--- config.mk ---
export PLATFORM = sky130hd
export DESIGN_NAME = alu8_cc
export DESIGN_NICKNAME = d
export VERILOG_FILES = /design/src/rtl/alu8_pkg.sv /design/src/rtl/alu8_addsub.sv /design/src/rtl/alu8_decadj.sv /design/src/rtl/alu8_ccreg.sv /design/src/rtl/alu8_cc.sv
export SDC_FILE = /design/constraint.sdc
export NUM_CORES = 1
export LEC_CHECK = 0
export BUFFER_PORTS_ARGS = -buffer_cell sky130_fd_sc_hd__buf_2
export CELL_PAD_IN_SITES_DETAIL_PLACEMENT = 0
export CELL_PAD_IN_SITES_GLOBAL_PLACEMENT = 1
export CORE_ASPECT_RATIO = 0.7
export CORE_UTILIZATION = 30
export DETAILED_ROUTE_END_ITERATION = 10
export GPL_TIMING_DRIVEN = 1
export HOLD_SLACK_MARGIN = 0.12
export MAX_ROUTING_LAYER = met4
export PLACE_DENSITY = 0.76
export SLEW_MARGIN = 20
export SYNTH_ARGS = -nofsm -noshare
export SYNTH_HDL_FRONTEND = slang
export SYNTH_SLANG_ARGS = --single-unit
--- constraint.sdc ---
create_clock -name clk -period 4.85 [get_ports clk]
set_clock_uncertainty 0.15 [all_clocks]
set_input_delay 0.7275 -clock clk [delete_from_list [all_inputs] [get_ports clk]]
set_output_delay 0.7275 -clock clk [all_outputs]
set_load 0.01 [all_outputs]
--- src/rtl/alu8_pkg.sv ---
package alu8_pkg;
    localparam int DW   = 8;
    localparam int NIB  = 4;
    localparam int NNIB = DW / NIB;
    localparam int MSB  = DW - 1;

    // Flag bit positions, fixed layout
    localparam int CC_E = 7;
    localparam int CC_F = 6;
    localparam int CC_H = 5;
    localparam int CC_I = 4;
    localparam int CC_N = 3;
    localparam int CC_Z = 2;
    localparam int CC_V = 1;
    localparam int CC_C = 0;

    typedef enum logic [1:0] {
        OP_ADD = 2'b00,
        OP_ADC = 2'b01,
        OP_SUB = 2'b10,
        OP_DAA = 2'b11
    } alu_op_e;

    typedef struct packed {
        logic [DW-1:0] val;
        logic          c;
        logic          h;
        logic          v;
    } arith_t;

    function automatic logic nib_over9(input logic [NIB-1:0] n);
        return n > NIB'(9);
    endfunction
endpackage

--- src/rtl/alu8_addsub.sv ---
module alu8_addsub
    import alu8_pkg::*;
(
    input  logic [DW-1:0] a,
    input  logic [DW-1:0] b,
    input  logic          cin,
    input  logic          sub,
    output arith_t        res
);
    logic [DW-1:0] b_eff;
    logic [NNIB:0] cy;
    logic [DW-1:0] sum;

    assign b_eff = sub ? ~b : b;
    assign cy[0] = sub ? ~cin : cin;

    // Nibble-wide carry chain; nibble carries expose the half carry
    for (genvar i = 0; i < NNIB; i++) begin : g_nib
        logic [NIB:0] part;
        assign part = {1'b0, a[i*NIB +: NIB]} + {1'b0, b_eff[i*NIB +: NIB]}
                      + {{NIB{1'b0}}, cy[i]};
        assign sum[i*NIB +: NIB] = part[NIB-1:0];
        assign cy[i+1]           = part[NIB];
    end

    always_comb begin
        res.val = sum;
        res.c   = sub ? ~cy[NNIB] : cy[NNIB];
        res.h   = cy[1];
        res.v   = (a[MSB] == b_eff[MSB]) && (sum[MSB] != a[MSB]);
    end
endmodule

--- src/rtl/alu8_decadj.sv ---
module alu8_decadj
    import alu8_pkg::*;
(
    input  logic          clk,
    input  logic          rst,
    input  logic [DW-1:0] a,
    input  logic          h_in,
    input  logic          c_in,
    output logic [DW-1:0] val,
    output logic          c_out
);
    logic          lo_fix;
    logic          hi_fix;
    logic [DW:0]   stage1;

    always_comb begin
        lo_fix = h_in || nib_over9(a[NIB-1:0]);
        stage1 = {1'b0, a} + (lo_fix ? (DW+1)'(9'h006) : '0);
        hi_fix = c_in || stage1[DW] || nib_over9(stage1[DW-1:DW-NIB]);
        val    = stage1[DW-1:0] + (hi_fix ? DW'(8'h60) : '0);
        c_out  = hi_fix;
    end

    // Incoming carry always forces the high correction and a carry out
    p_carry_sticky_r9: assert property (@(posedge clk) disable iff (rst)
        c_in |-> c_out);
    // Plain BCD input without flags needs no correction at all
    p_valid_bcd_r8: assert property (@(posedge clk) disable iff (rst)
        (!h_in && !c_in && !nib_over9(a[NIB-1:0]) && !nib_over9(a[DW-1:DW-NIB]))
        |-> (val == a && !c_out));
endmodule

--- src/rtl/alu8_ccreg.sv ---
module alu8_ccreg
    import alu8_pkg::*;
(
    input  logic          clk,
    input  logic          rst,
    input  logic          en,
    input  logic          load,
    input  logic [DW-1:0] din,
    input  logic [DW-1:0] nxt,
    output logic [DW-1:0] q
);
    always_ff @(posedge clk) begin
        if (rst)       q <= '0;
        else if (load) q <= din;
        else if (en)   q <= nxt;
    end

    p_reset_zero_r1: assert property (@(posedge clk)
        rst |=> (q == '0));
    p_load_wins_r10: assert property (@(posedge clk) disable iff (rst)
        load |=> (q == $past(din)));
    p_hold_r11: assert property (@(posedge clk) disable iff (rst)
        (!load && !en) |=> $stable(q));
    p_ctrl_bits_r10: assert property (@(posedge clk) disable iff (rst)
        !load |=> (q[CC_E] == $past(q[CC_E]) && q[CC_F] == $past(q[CC_F])
                   && q[CC_I] == $past(q[CC_I])));
endmodule

--- src/rtl/alu8_cc.sv ---
module alu8_cc
    import alu8_pkg::*;
(
    input  logic       clk,
    input  logic       rst,
    input  logic       en,
    input  logic [1:0] op,
    input  logic [7:0] a,
    input  logic [7:0] b,
    input  logic       cc_load,
    input  logic [7:0] cc_din,
    output logic [7:0] result,
    output logic [7:0] cc
);
    alu_op_e       op_s;
    arith_t        bin;
    logic [DW-1:0] dec_val;
    logic          dec_c;
    logic [DW-1:0] cc_q;
    logic [DW-1:0] cc_nxt;

    assign op_s = alu_op_e'(op);

    alu8_addsub u_addsub (
        .a   (a),
        .b   (b),
        .cin ((op_s == OP_ADC) ? cc_q[CC_C] : 1'b0),
        .sub (op_s == OP_SUB),
        .res (bin)
    );

    alu8_decadj u_decadj (
        .clk   (clk),
        .rst   (rst),
        .a     (a),
        .h_in  (cc_q[CC_H]),
        .c_in  (cc_q[CC_C]),
        .val   (dec_val),
        .c_out (dec_c)
    );

    always_comb begin
        cc_nxt = cc_q;
        if (op_s == OP_DAA) begin
            result       = dec_val;
            cc_nxt[CC_C] = dec_c;
        end else begin
            result       = bin.val;
            cc_nxt[CC_C] = bin.c;
            cc_nxt[CC_V] = bin.v;
            if (op_s != OP_SUB) cc_nxt[CC_H] = bin.h;
        end
        cc_nxt[CC_N] = result[MSB];
        cc_nxt[CC_Z] = (result == '0);
    end

    alu8_ccreg u_ccreg (
        .clk  (clk),
        .rst  (rst),
        .en   (en),
        .load (cc_load),
        .din  (cc_din),
        .nxt  (cc_nxt),
        .q    (cc_q)
    );

    assign cc = cc_q;

    p_zero_flag_r5: assert property (@(posedge clk) disable iff (rst)
        (en && !cc_load) |=> (cc_q[CC_Z] == ($past(result) == '0)));
    p_neg_flag_r5: assert property (@(posedge clk) disable iff (rst)
        (en && !cc_load) |=> (cc_q[CC_N] == $past(result[MSB])));
    p_sub_keeps_h_r7: assert property (@(posedge clk) disable iff (rst)
        (en && !cc_load && (op_s == OP_SUB || op_s == OP_DAA))
        |=> (cc_q[CC_H] == $past(cc_q[CC_H])));
    p_daa_keeps_v_r9: assert property (@(posedge clk) disable iff (rst)
        (en && !cc_load && op_s == OP_DAA) |=> (cc_q[CC_V] == $past(cc_q[CC_V])));
endmodule

Word level (Yosys, flattened, before mapping). Index checks and enable logic that the tools add are counted.

Flip-flop bits (word level): 8. Output and inout port bits: 16. Bits of input ports: 30.

Reductions and logical operators: 9. $lt $le $gt $ge: 2. Mux-type cells: 13. $add $sub $neg: 6. Bitwise gates (word level): 3. Eq/ne operators: 7.

Operators by type and width (number): two-way mux 8 bit (3); adder 4 x 4 -> 5 bit (2); adder 5 x 1 -> 5 bit (2); adder 8 x 9 -> 9 bit (1); adder 8 bit (1); greater-than comparator 4 bit, second input constant (2); logical NOT 8 bit (1); NOT 8 bit (1); two-way mux 1 bit (7); two-way mux 7 bit (1); two-way mux 6 bit (1); equality test 2 bit, second input constant (2); inequality test 2 bit, second input constant (2); nonzero test 2 bit (2); logical OR 1 bit (3); two-way mux 3 bit (1); AND reduction 3 bit (1); equality test 2 x 1 -> 1 bit, second input constant (1); NOT 1 bit (2); AND reduction 2 bit (1); equality test 1 bit (1); logical AND 1 bit (1); inequality test 1 bit (1).

Logic depth before layout (Yosys ltp). Gate-level depths: netlist of run 1.

Word-level depth: 12. Mapped depth: 17. Mapped depth without buffers: 17.

Cells and area by module. From an unflattened synthesis of run 1, not the netlist that was laid out.

Cells, all modules: 127. Area total of the unflattened synthesis: 1218.7 um^2.

Modules (own cells, without submodules): alu8_addsub (cells an instance 43, seq. area each 0.0 um^2, area each 385.4 um^2, times used 1); alu8_ccreg (cells an instance 35, seq. area each 160.2 um^2, area each 369.1 um^2, times used 1); alu8_cc (cells an instance 23, seq. area each 0.0 um^2, area each 234.0 um^2, times used 1); alu8_decadj (cells an instance 26, seq. area each 0.0 um^2, area each 230.2 um^2, times used 1).

Worst setup path after synthesis of run 1. Ideal clock, no wire load.

Path kind: input-to-output. From: input port a[1]. To: output port result[6]. Setup slack: 555 ps. Stages on the path: 13. Buffers on the path: 0. Arrival time: 3418 ps. Path through: o21ai_0 nand2b_1 ha_1 fa_1 and3_1 nor3_1 a31oi_1 a221oi_2 inv_1 ha_1 inv_1 fa_1 o22ai_1.

Word-level cells in the longest chain between the ends: 9.

RTL lines: start, declared (RTL line alu8_cc.sv:8) `input logic [7:0] a,`; greater-than comparator 4 bit (RTL line alu8_pkg.sv:32) `return n > NIB'(9);`; logical OR 1 bit (RTL line alu8_decadj.sv:17) `lo_fix = h_in || nib_over9(a[NIB-1:0]);`; two-way mux 3 bit (RTL line alu8_decadj.sv:18) `stage1 = {1'b0, a} + (lo_fix ? (DW+1)'(9'h006) : '0);`; adder 8 x 9 -> 9 bit (RTL line alu8_decadj.sv:18); greater-than comparator 4 bit / logical OR 1 bit (equally long branches) (RTL line alu8_pkg.sv:32, alu8_decadj.sv:19); logical OR 1 bit (RTL line alu8_decadj.sv:19) `hi_fix = c_in || stage1[DW] || nib_over9(stage1[DW-1:DW-NIB]);`; two-way mux 7 bit (RTL line alu8_decadj.sv:20) `val = stage1[DW-1:0] + (hi_fix ? DW'(8'h60) : '0);`; adder 8 bit (RTL line alu8_decadj.sv:20); two-way mux 8 bit (*) (RTL line alu8_cc.sv:44) `if (op_s == OP_DAA) begin`; end, declared (RTL line alu8_cc.sv:12) `output logic [7:0] result,`.

Mark *: on every way between the ends. The rest lies on a longest branch, timed or not.

Worst setup path after layout of run 1. Same ends and word-level chain as after synthesis.

==> results of run 1 <==
routing by layer:
layer / routed length [um] / vias to the layer above / global-route usage
met2: 1220 / 23 / 0.227
met1: 1680 / 503 / 0.222
met5: 0 / - / -
li1: - / 587 / -
met4: 0 / 0 / 0
met3: 91 / 0 / 0.0283
cells in the final DEF, fill, tap and decap left out, types with 4 or more instances in the layout:
cell | Yosys | routed
buf_2 | 2 | 45
ha_1 | 9 | 9
a21oi_1 | 11 | 11
fa_1 | 6 | 6
nand2_1 | 9 | 9
dfxtp_1 | 8 | 8
inv_1 | 13 | 13
xnor2_1 | 14 | 13
mux2i_1 | 4 | 4
nor2_1 | 17 | 17
worst register-to-register path: stages (launching register included):
cell and delay (ns):
dfxtp_1 0.32, nand2b_1 0.21, ha_1 0.24, fa_1 0.41, and3_1 0.25, nor3_1 0.14
a31oi_1 0.08, a221oi_2 0.30, inv_1 0.07, ha_1 0.18, inv_1 0.07, fa_1 0.43
o22ai_1 0.27, nor4_2 0.10, a41o_1 0.25
metrics by stage:
step                      utilization  std cells  cell area (um^2)  worst slack, ns  power [uW]
after floorplan                     -        144              1190            0.555         210
after global placement          0.396        234              1450            0.295         272
after detailed placement        0.396        234              1450            0.232         273
after CTS                       0.407        237              1490            0.204         355
after global routing            0.409        237              1490           0.0192         384
final                           0.409        237              1490            0.202         352
synth_stat cells (all sizes together) (3+ instances only):
library cell   n  area [um^2]
o21ai          4         23.8
a221oi         3         45.0
dfxtp          8          160
ha             9          113
xnor2         14          123
buf            7         47.5
xor2           3         26.3
nand3          3         15.0
fa             6          120
nor3           3         15.0
inv           13         48.8
a21oi         11         55.1
mux2i          4         40.0
a21o           3         22.5
nand2         10         40.0
nor2          17         63.8
logic make-up after synthesis:
group	after synthesis	synth area share
simple gates	47	0.221
compound gates	32	0.197
buf+inv	20	0.0810
xor+xnor	17	0.125
fa+ha+maj	15	0.196
flops	8	0.135
mux	5	0.0463
final cells by class:
| type | count | share of cell area |
|---|---|---|
| multi-input cells | 116 | 0.630 |
| repair buffers | 47 | 0.161 |
| flip-flops and latches | 8 | 0.107 |
| well taps | 50 | 0.0419 |
| inverters | 13 | 0.0327 |
| clock buffers | 3 | 0.0276 |
power by group through the flow:
stage | Clock, uW | Combinational [uW] | Sequential [uW]
after detailed placement | 0 | 198 | 75.1
after floorplan | 0 | 134 | 76.0
final | 78.7 | 199 | 74.2
after CTS | 81.3 | 200 | 74.1
after global placement | 0 | 197 | 75.3
after global routing | 85.9 | 224 | 74.9
worst max path at each step:
stage | from | to | slack (ns) | cells after the start
finish | a[1] | result[6] | 0.20 | 15
global route | a[2] | result[6] | 0.02 | 15
CTS | a[1] | result[6] | 0.20 | 15
detailed placement | a[1] | result[6] | 0.23 | 15
global placement | a[1] | result[6] | 0.29 | 15
floorplan | a[1] | result[6] | 0.55 | 13
==> flow_summary.json, run 1 <==
{
  "status": "finished, final reports clean",
  "drc_errors": 0,
  "track_usage": 0.152,
  "multi_input_area_um2": 941,
  "drtPass1Iterations": 4,
  "worstPathCellList": "buf_2 > o21ai_0 > nand2b_1 > ha_1 > fa_1 > and3_1 > nor3_1 > a31oi_1 > a221oi_2 > inv_1 > ha_1 > inv_1 > fa_1 > o22ai_1 > buf_2",
  "holdPathStages": 2,
  "syn-num-nets": 189,
  "cts-root-buf": "clkbuf_8",
  "critical_path.max_fanout": 4,
  "design.die.area_mm2": 0.00423,
  "largest-register": "u_ccreg.q",
  "p_switching_uw": 136,
  "clockPowerShare": 0.224,
  "cp.arrival_ns": 3.77,
  "holdPathEnd": "u_ccreg.q[6]",
  "leakage_uw": 0.000745,
  "fin_tns_setup_ns": 0,
  "combPwrFrac": 0.565,
  "largest_reg_flops": 8,
  "reg_top3": "u_ccreg.q: 8 flops",
  "rr_startpoint": "u_ccreg.q[5]",
  "syn_area_mm2": 0.00119,
  "drive_above_1_share": 0.332,
  "ys_seq_area_frac": 0.135,
  "slew_headroom": 0.722,
  "r2r-end": "u_ccreg.q[2]",
  "synth_edf_count": 0,
  "r2r_cells": 14,
  "gp_congestion": 0.831,
  "max_freq_ghz": 0.215,
  "drv_cap": 0,
  "syn_to_final_growth_pct": 25.6,
  "hold_path.class": "flip-flop to flip-flop",
  "post_cts_resized": 0,
  "swShare": 0.387,
  "n_fill_cell": 400,
  "yosys.cell_types.count": 43,
  "seqPwrFrac": 0.211,
  "grt_setup_unrepaired": "no",
  "required_ns": 3.97,
  "synth_warnings": 0,
  "hold_buffers": 0,
  "period_share": 0.958,
  "regArea_um2": 160,
  "drt_first_iter_violations": 44,
  "die_h_um": 54.7,
  "cp-start-kind": "primary input",
  "ant_nets": 0,
  "worstSetupPathType": "primary input to output port",
  "grt_antenna_before_repair": 0,
  "setup_viol": 0,
  "wl_mm": 2.99,
  "core_area_mm2": 0.00365,
  "grt_first_pass_wirelength_mm": 4.84,
  "viasPerCell": 4.70,
  "period_needed_ns": 4.65,
  "hold_viol": 0,
  "numClockSinks": 8,
  "vdd.ir_drop.worst_mv": 0.104,
  "clkSlewWorstSetupHoldPaths_ns": 0.04,
  "grt_pass1_vias": 1044,
  "grt_max_degree": 23,
  "row_count": 18,
  "numCtsBuffers": 3,
  "crit_path_top_delay_cell": "fa_1",
  "tightest_slew_ns": 0.416,
  "htreeDepth": 1,
  "nets": 234,
  "post-cts-setup-buffers": 0,
  "io-pin-count": 46,
  "grt-ovfl-total": 0,
  "synth-seq-cells": 8,
  "dpl.hpwl_mm": 2.54,
  "powerDensity_mw_per_mm2": 236,
  "cts_tree": "done",
  "hold_start": "u_ccreg.q[6]",
  "cts_buffer_depth": 2,
  "antennaDiodeCount": 0,
  "initial_core_util": 0.326,
  "num_vias": 1113,
  "netlist_instances": 144,
  "cpPeakStageDelay_ns": 0.43,
  "cellInternalPower_uw": 216,
  "die_w_um": 77.3,
  "synthArstFlopShare": 0,
  "clk_latency_ns": 0.23,
  "synth_flop_cell": "dfxtp_1",
  "port_buffers": 45,
  "crit_buf_inv": 4,
  "endpoint_kind": "output port",
  "slew_viol_final": 0,
  "reg2reg_slack_ns": 1.29,
  "hold_slack_ns": 0.348,
  "synth_area_per_cell_um2": 8.26,
  "wl_per_cell_um": 12.6,
  "crit_family": "adder cells"
}
(Power assumes the default switching activity.)
==> run 2, diff against run 1 <==
--- a/config.mk
+++ b/config.mk
@@ -8,7 +8,7 @@
 export BUFFER_PORTS_ARGS = -buffer_cell sky130_fd_sc_hd__buf_2
 export CELL_PAD_IN_SITES_DETAIL_PLACEMENT = 0
 export CELL_PAD_IN_SITES_GLOBAL_PLACEMENT = 1
-export CORE_ASPECT_RATIO = 0.7
+export CORE_ASPECT_RATIO = 2
 export CORE_UTILIZATION = 30
 export DETAILED_ROUTE_END_ITERATION = 10
 export GPL_TIMING_DRIVEN = 1
==> constraint.sdc (replaced) <==
create_clock -name clk -period 4.33 [get_ports clk]
set_clock_uncertainty 0.15 [all_clocks]
set_input_delay 0.6495 -clock clk [delete_from_list [all_inputs] [get_ports clk]]
set_output_delay 0.6495 -clock clk [all_outputs]
set_load 0.01 [all_outputs]
==> run 2 against run 1 <==
  * Largest cell class unchanged
  * Die area increased by 0.26%
  * Register-to-register slack got worse by 0.37 ns
  * Flip-flop and latch count unchanged
  * Count of clock-buffer cells in the layout unchanged
  * Cell area increased by 10%
==> flow_summary.json, run 2 (synthesized netlist as in run 1, its figures left out) <==
{
  "antennaDiodeCount": 0,
  "slew_headroom": 0.722,
  "hold_path.class": "flip-flop to flip-flop",
  "critical_path.max_fanout": 6,
  "rr_startpoint": "u_ccreg.q[0]",
  "row_count": 32,
  "drc_errors": 0,
  "port_buffers": 45,
  "dpl.cell_count": 249,
  "numCtsBuffers": 3,
  "cp.arrival_ns": 3.31,
  "cp-start-kind": "primary input",
  "grt_antenna_before_repair": 0,
  "leakage_uw": 0.000820,
  "max_freq_ghz": 0.243,
  "holdPathStages": 2,
  "holdPathEnd": "u_ccreg.q[6]",
  "final_cells": 253,
  "pre_cts_ws_ns": 0.00270,
  "powerDensity_mw_per_mm2": 257,
  "wl_per_cell_um": 12.5,
  "io-pin-count": 46,
  "die_w_um": 46.5,
  "cts_buffer_depth": 2,
  "clk_latency_ns": 0.23,
  "status": "finished, final reports clean",
  "setup_viol": 0,
  "clkSlewWorstSetupHoldPaths_ns": 0.04,
  "wl_mm": 3.18,
  "initial_core_util": 0.313,
  "period_needed_ns": 4.11,
  "cts-root-buf": "clkbuf_8",
  "drive_above_1_share": 0.431,
  "hold_viol": 0,
  "drv_cap": 0,
  "tightest_slew_ns": 0.416,
  "wl_met1_mm": 1.17,
  "grt_setup_unrepaired": "yes",
  "drt_first_iter_violations": 3,
  "dpl.hpwl_mm": 2.77,
  "die_h_um": 91.1,
  "core_area_mm2": 0.00380,
  "reg2reg_slack_ns": 0.92,
  "drtPass1Iterations": 3,
  "ant_nets": 0,
  "numClockSinks": 8,
  "period_share": 0.949,
  "track_usage": 0.162,
  "gp_congestion": 0.803,
  "largest-register": "u_ccreg.q",
  "largest_reg_flops": 8,
  "r2r_cells": 15,
  "worstSetupPathType": "primary input to output port",
  "syn_to_final_growth_pct": 38.4,
  "design.die.area_mm2": 0.00424,
  "top_layer": "met4",
  "hold_buffers": 0,
  "viasPerCell": 4.70,
  "required_ns": 3.53,
  "nets": 249,
  "grt-ovfl-total": 0,
  "slew_viol_final": 0,
  "setup_slack_ns": 0.223,
  "num_vias": 1188,
  "vdd.ir_drop.worst_mv": 0.117,
  "reg_top3": "u_ccreg.q: 8 flops",
  "grt_max_degree": 23,
  "r2r-end": "u_ccreg.q[0]",
  "grt_first_pass_wirelength_mm": 4.93,
  "endpoint_kind": "output port",
  "dr_wl_met3_um": 108,
  "route.met2.wl_mm": 1.86,
  "htreeDepth": 1,
  "hold_start": "u_ccreg.q[6]",
  "cts_tree": "done",
  "grt_pass1_vias": 1150,
  "power_uw": 424,
  "final_cell_mix": "45 x buf_2, 17 x nor2_1, 17 x buf_4",
  "layout_commonest_cell": "buf_2"
}
-- run 2: power by group --
| part | internal [uW] | switching (uW) | leakage, uW |
|---|---|---|---|
| registers | 79.3 | 3.30 | 0.0000662 |
| logic | 126 | 127 | 0.000733 |
| clock network | 60.2 | 28.6 | 0.0000216 |
| total | 265 | 159 | 0.000820 |
-- run 2: area by class of cell --
cell class              count  area, um^2
well taps                  51        63.8
repair buffers             62         353
multi-input cells         116         980
clock buffers               3        41.3
fillers                   397        2160
flip-flops and latches      8         160
inverters                  13        48.8
-- run 2: metrics by stage --
step                cell area (um^2)  utilization  hold slack (ns)  TNS (ns)
global route                    1650        0.433            0.387  -0.00771
floorplan                       1190            -            0.381         0
CTS                             1590        0.419            0.341         0
finish                          1650        0.433            0.339         0
detailed placement              1550        0.408            0.330         0
global placement                1550        0.408            0.319         0
-- run 2: how the worst max path moves through the flow --
stage               slack, ns        end  depth (start not counted)   from
floorplan                0.19  result[6]                         13   a[1]
global placement         0.04  result[7]                         17   a[1]
detailed placement      0.003  result[7]                         17   a[1]
CTS                     0.008  result[7]                         17   a[1]
global route           -0.008  result[7]                         17  op[0]
finish                   0.22  result[7]                         17  op[0]
-- run 2: what timing repair did --
item	in CTS	in global routing
hold endpoints to repair	0	0
setup buffers	0	1
setup endpoints to repair	0	3
gates resized for setup	0	13
-- run 2: critical path: stages --
cell and delay [ns]:
buf_2 0.10, nand2b_1 0.16, buf_4 0.18, nand2_1 0.07, fa_1 0.19, inv_1 0.06, fa_1 0.38, inv_1 0.07
a21o_1 0.10, a21oi_1 0.10, fa_2 0.39, buf_4 0.15, o21ai_2 0.15, xor2_1 0.22, nand2_1 0.10, nand2_1 0.09
buf_2 0.12
-- run 2: per-layer routing --
layer,up-vias,track usage
li1,617,-
met1,535,0.158
met2,32,0.310
met3,4,0.0139
met4,0,0.0368
met5,-,-
==> run 3, diff against run 2 <==
--- a/config.mk
+++ b/config.mk
@@ -14,7 +14,7 @@
 export GPL_TIMING_DRIVEN = 1
 export HOLD_SLACK_MARGIN = 0.12
 export MAX_ROUTING_LAYER = met4
-export PLACE_DENSITY = 0.76
+export PLACE_DENSITY = 0.71
 export SLEW_MARGIN = 20
 export SYNTH_ARGS = -nofsm -noshare
 export SYNTH_HDL_FRONTEND = slang
==> run 3 against run 2 <==
  * Hold slack worse by 0.0033 ns
  * Clock power shrank 2%
  * Count of clock-buffer cells in the layout unchanged
  * Highest routed layer unchanged
  * Largest cell class unchanged
  * Fmax down 1.9%
  * Critical endpoint is now result[6]
  * Cell count grew 0.40%
==> flow_summary.json, run 3 (synthesized netlist as in run 1, its figures left out) <==
{
  "final_cell_mix": "45 x buf_2, 18 x buf_4, 17 x nor2_1",
  "clk_latency_ns": 0.22,
  "worstSetupPathType": "primary input to output port",
  "crit_family": "adder cells",
  "grt_max_degree": 23,
  "die_h_um": 91.1,
  "dpl.hpwl_mm": 2.87,
  "syn_to_final_growth_pct": 42.1,
  "cts_buffer_depth": 2,
  "numClockSinks": 8,
  "slew_viol_final": 0,
  "setup_viol": 0,
  "hold_viol": 0,
  "grt_pass1_vias": 1281,
  "core_area_mm2": 0.00380,
  "htreeDepth": 1,
  "viasPerCell": 4.86,
  "crit_buf_inv": 6,
  "period_share": 0.967,
  "wl_per_cell_um": 13.3,
  "cp-start-kind": "primary input",
  "period_needed_ns": 4.19,
  "endpoint_kind": "output port",
  "grt-ovfl-total": 0,
  "pre_cts_ws_ns": -0.0928,
  "dpl.cell_count": 250,
  "grtUsageMet3": 0.0139,
  "die_w_um": 46.5,
  "cpMostUsedCell": "fa_2",
  "crit_path_top_delay_cell": "fa_2",
  "critical_path.max_fanout": 3,
  "track_usage": 0.180,
  "nets": 250,
  "drt_first_iter_violations": 15,
  "use_met1": 0.176,
  "design.die.area_mm2": 0.00424,
  "drtPass1Iterations": 4,
  "drive_above_1_share": 0.458,
  "powerDensity_mw_per_mm2": 258,
  "reg2reg_slack_ns": 0.77,
  "antennaDiodeCount": 0,
  "io-pin-count": 46,
  "cts_tree": "done",
  "cpPeakStageDelay_ns": 0.43,
  "gp_congestion": 0.860,
  "wl_mm": 3.38,
  "port_buffers": 45,
  "holdPathStages": 2,
  "ant_nets": 0,
  "final_cells": 254,
  "numCtsBuffers": 3,
  "fin_tns_setup_ns": 0,
  "r2r_cells": 16,
  "grt.busiest_layer": "met2",
  "holdPathEnd": "u_ccreg.q[4]",
  "layout_commonest_cell": "buf_2",
  "rr_startpoint": "u_ccreg.q[0]",
  "largest_reg_flops": 8,
  "row_count": 32,
  "initial_core_util": 0.313,
  "worstPathCellList": "buf_2 > nand2b_4 > buf_4 > nand2_1 > fa_2 > inv_1 > fa_2 > inv_1 > a21o_1 > a21oi_2 > fa_2 > fa_2 > inv_1 > o21ai_1 > o22ai_2 > buf_2",
  "grt_first_pass_wirelength_mm": 5.48,
  "required_ns": 3.53,
  "hold_path.class": "flip-flop to flip-flop",
  "drc_errors": 0,
  "num_vias": 1234,
  "reg_top3": "u_ccreg.q: 8 flops",
  "clkSlewWorstSetupHoldPaths_ns": 0.04,
  "slew_headroom": 0.719,
  "hold_start": "u_ccreg.q[4]",
  "leakage_uw": 0.000833,
  "cts-root-buf": "clkbuf_8",
  "vdd.ir_drop.worst_mv": 0.122,
  "hold_slack_ns": 0.335,
  "grt_util_met2": 0.323,
  "grt_antenna_before_repair": 0,
  "setup_slack_ns": 0.144,
  "hold_buffers": 0,
  "status": "finished, final reports clean",
  "cp.arrival_ns": 3.39,
  "drv_cap": 0,
  "tightest_slew_ns": 0.421,
  "max_freq_ghz": 0.239,
  "largest-register": "u_ccreg.q",
  "r2r-end": "u_ccreg.q[0]"
}
-- run 3: how the worst max path moves through the flow --
| stage | start | end | slack (ns) | cells past startpoint |
|---|---|---|---|---|
| final | op[0] | result[6] | 0.14 | 16 |
| after global routing | a[1] | result[7] | -0.008 | 18 |
| after CTS | a[1] | result[7] | 0.004 | 18 |
| after detailed placement | a[1] | result[6] | -0.09 | 15 |
| after global placement | op[0] | result[6] | 0.01 | 15 |
| after floorplan | a[1] | result[6] | 0.19 | 13 |
-- run 3: worst min-delay path: stages (launching register included) --
cell	delay, ns
dfxtp_1	0.32
mux2i_1	0.06
nor2_1	0.07
-- run 3: per-stage QoR --
step	utilization	area [um^2]	total power, uW
2_1_floorplan	-	1190	235
3_3_place_gp	0.410	1560	324
3_5_place_dp	0.410	1560	329
4_1_cts	0.430	1630	428
5_1_grt	0.444	1690	474
6_report	0.444	1690	435
-- run 3: where the power goes --
part | switching (uW) | internal (uW)
logic | 135 | 130
clock network | 27.1 | 60.0
registers | 3.48 | 79.3
-- run 3: area by class of cell --
cell class | count | area [um^2]
inverters | 13 | 48.8
flip-flops and latches | 8 | 160
clock buffers | 3 | 41.3
fillers | 396 | 2110
well taps | 51 | 63.8
repair buffers | 63 | 360
multi-input cells | 116 | 1020
-- run 3: routing by layer --
metal,vias up,routed length [um]
li1,615,-
met1,562,1200
met2,45,1930
met3,12,102
met4,0,142
met5,-,0
-- run 3: timing repair --
item                                    4_1_cts  5_1_grt
pin swaps                                     2        7
resized for setup                             7       14
endpoints found under the setup margin        2        2
buffers inserted                              0        1
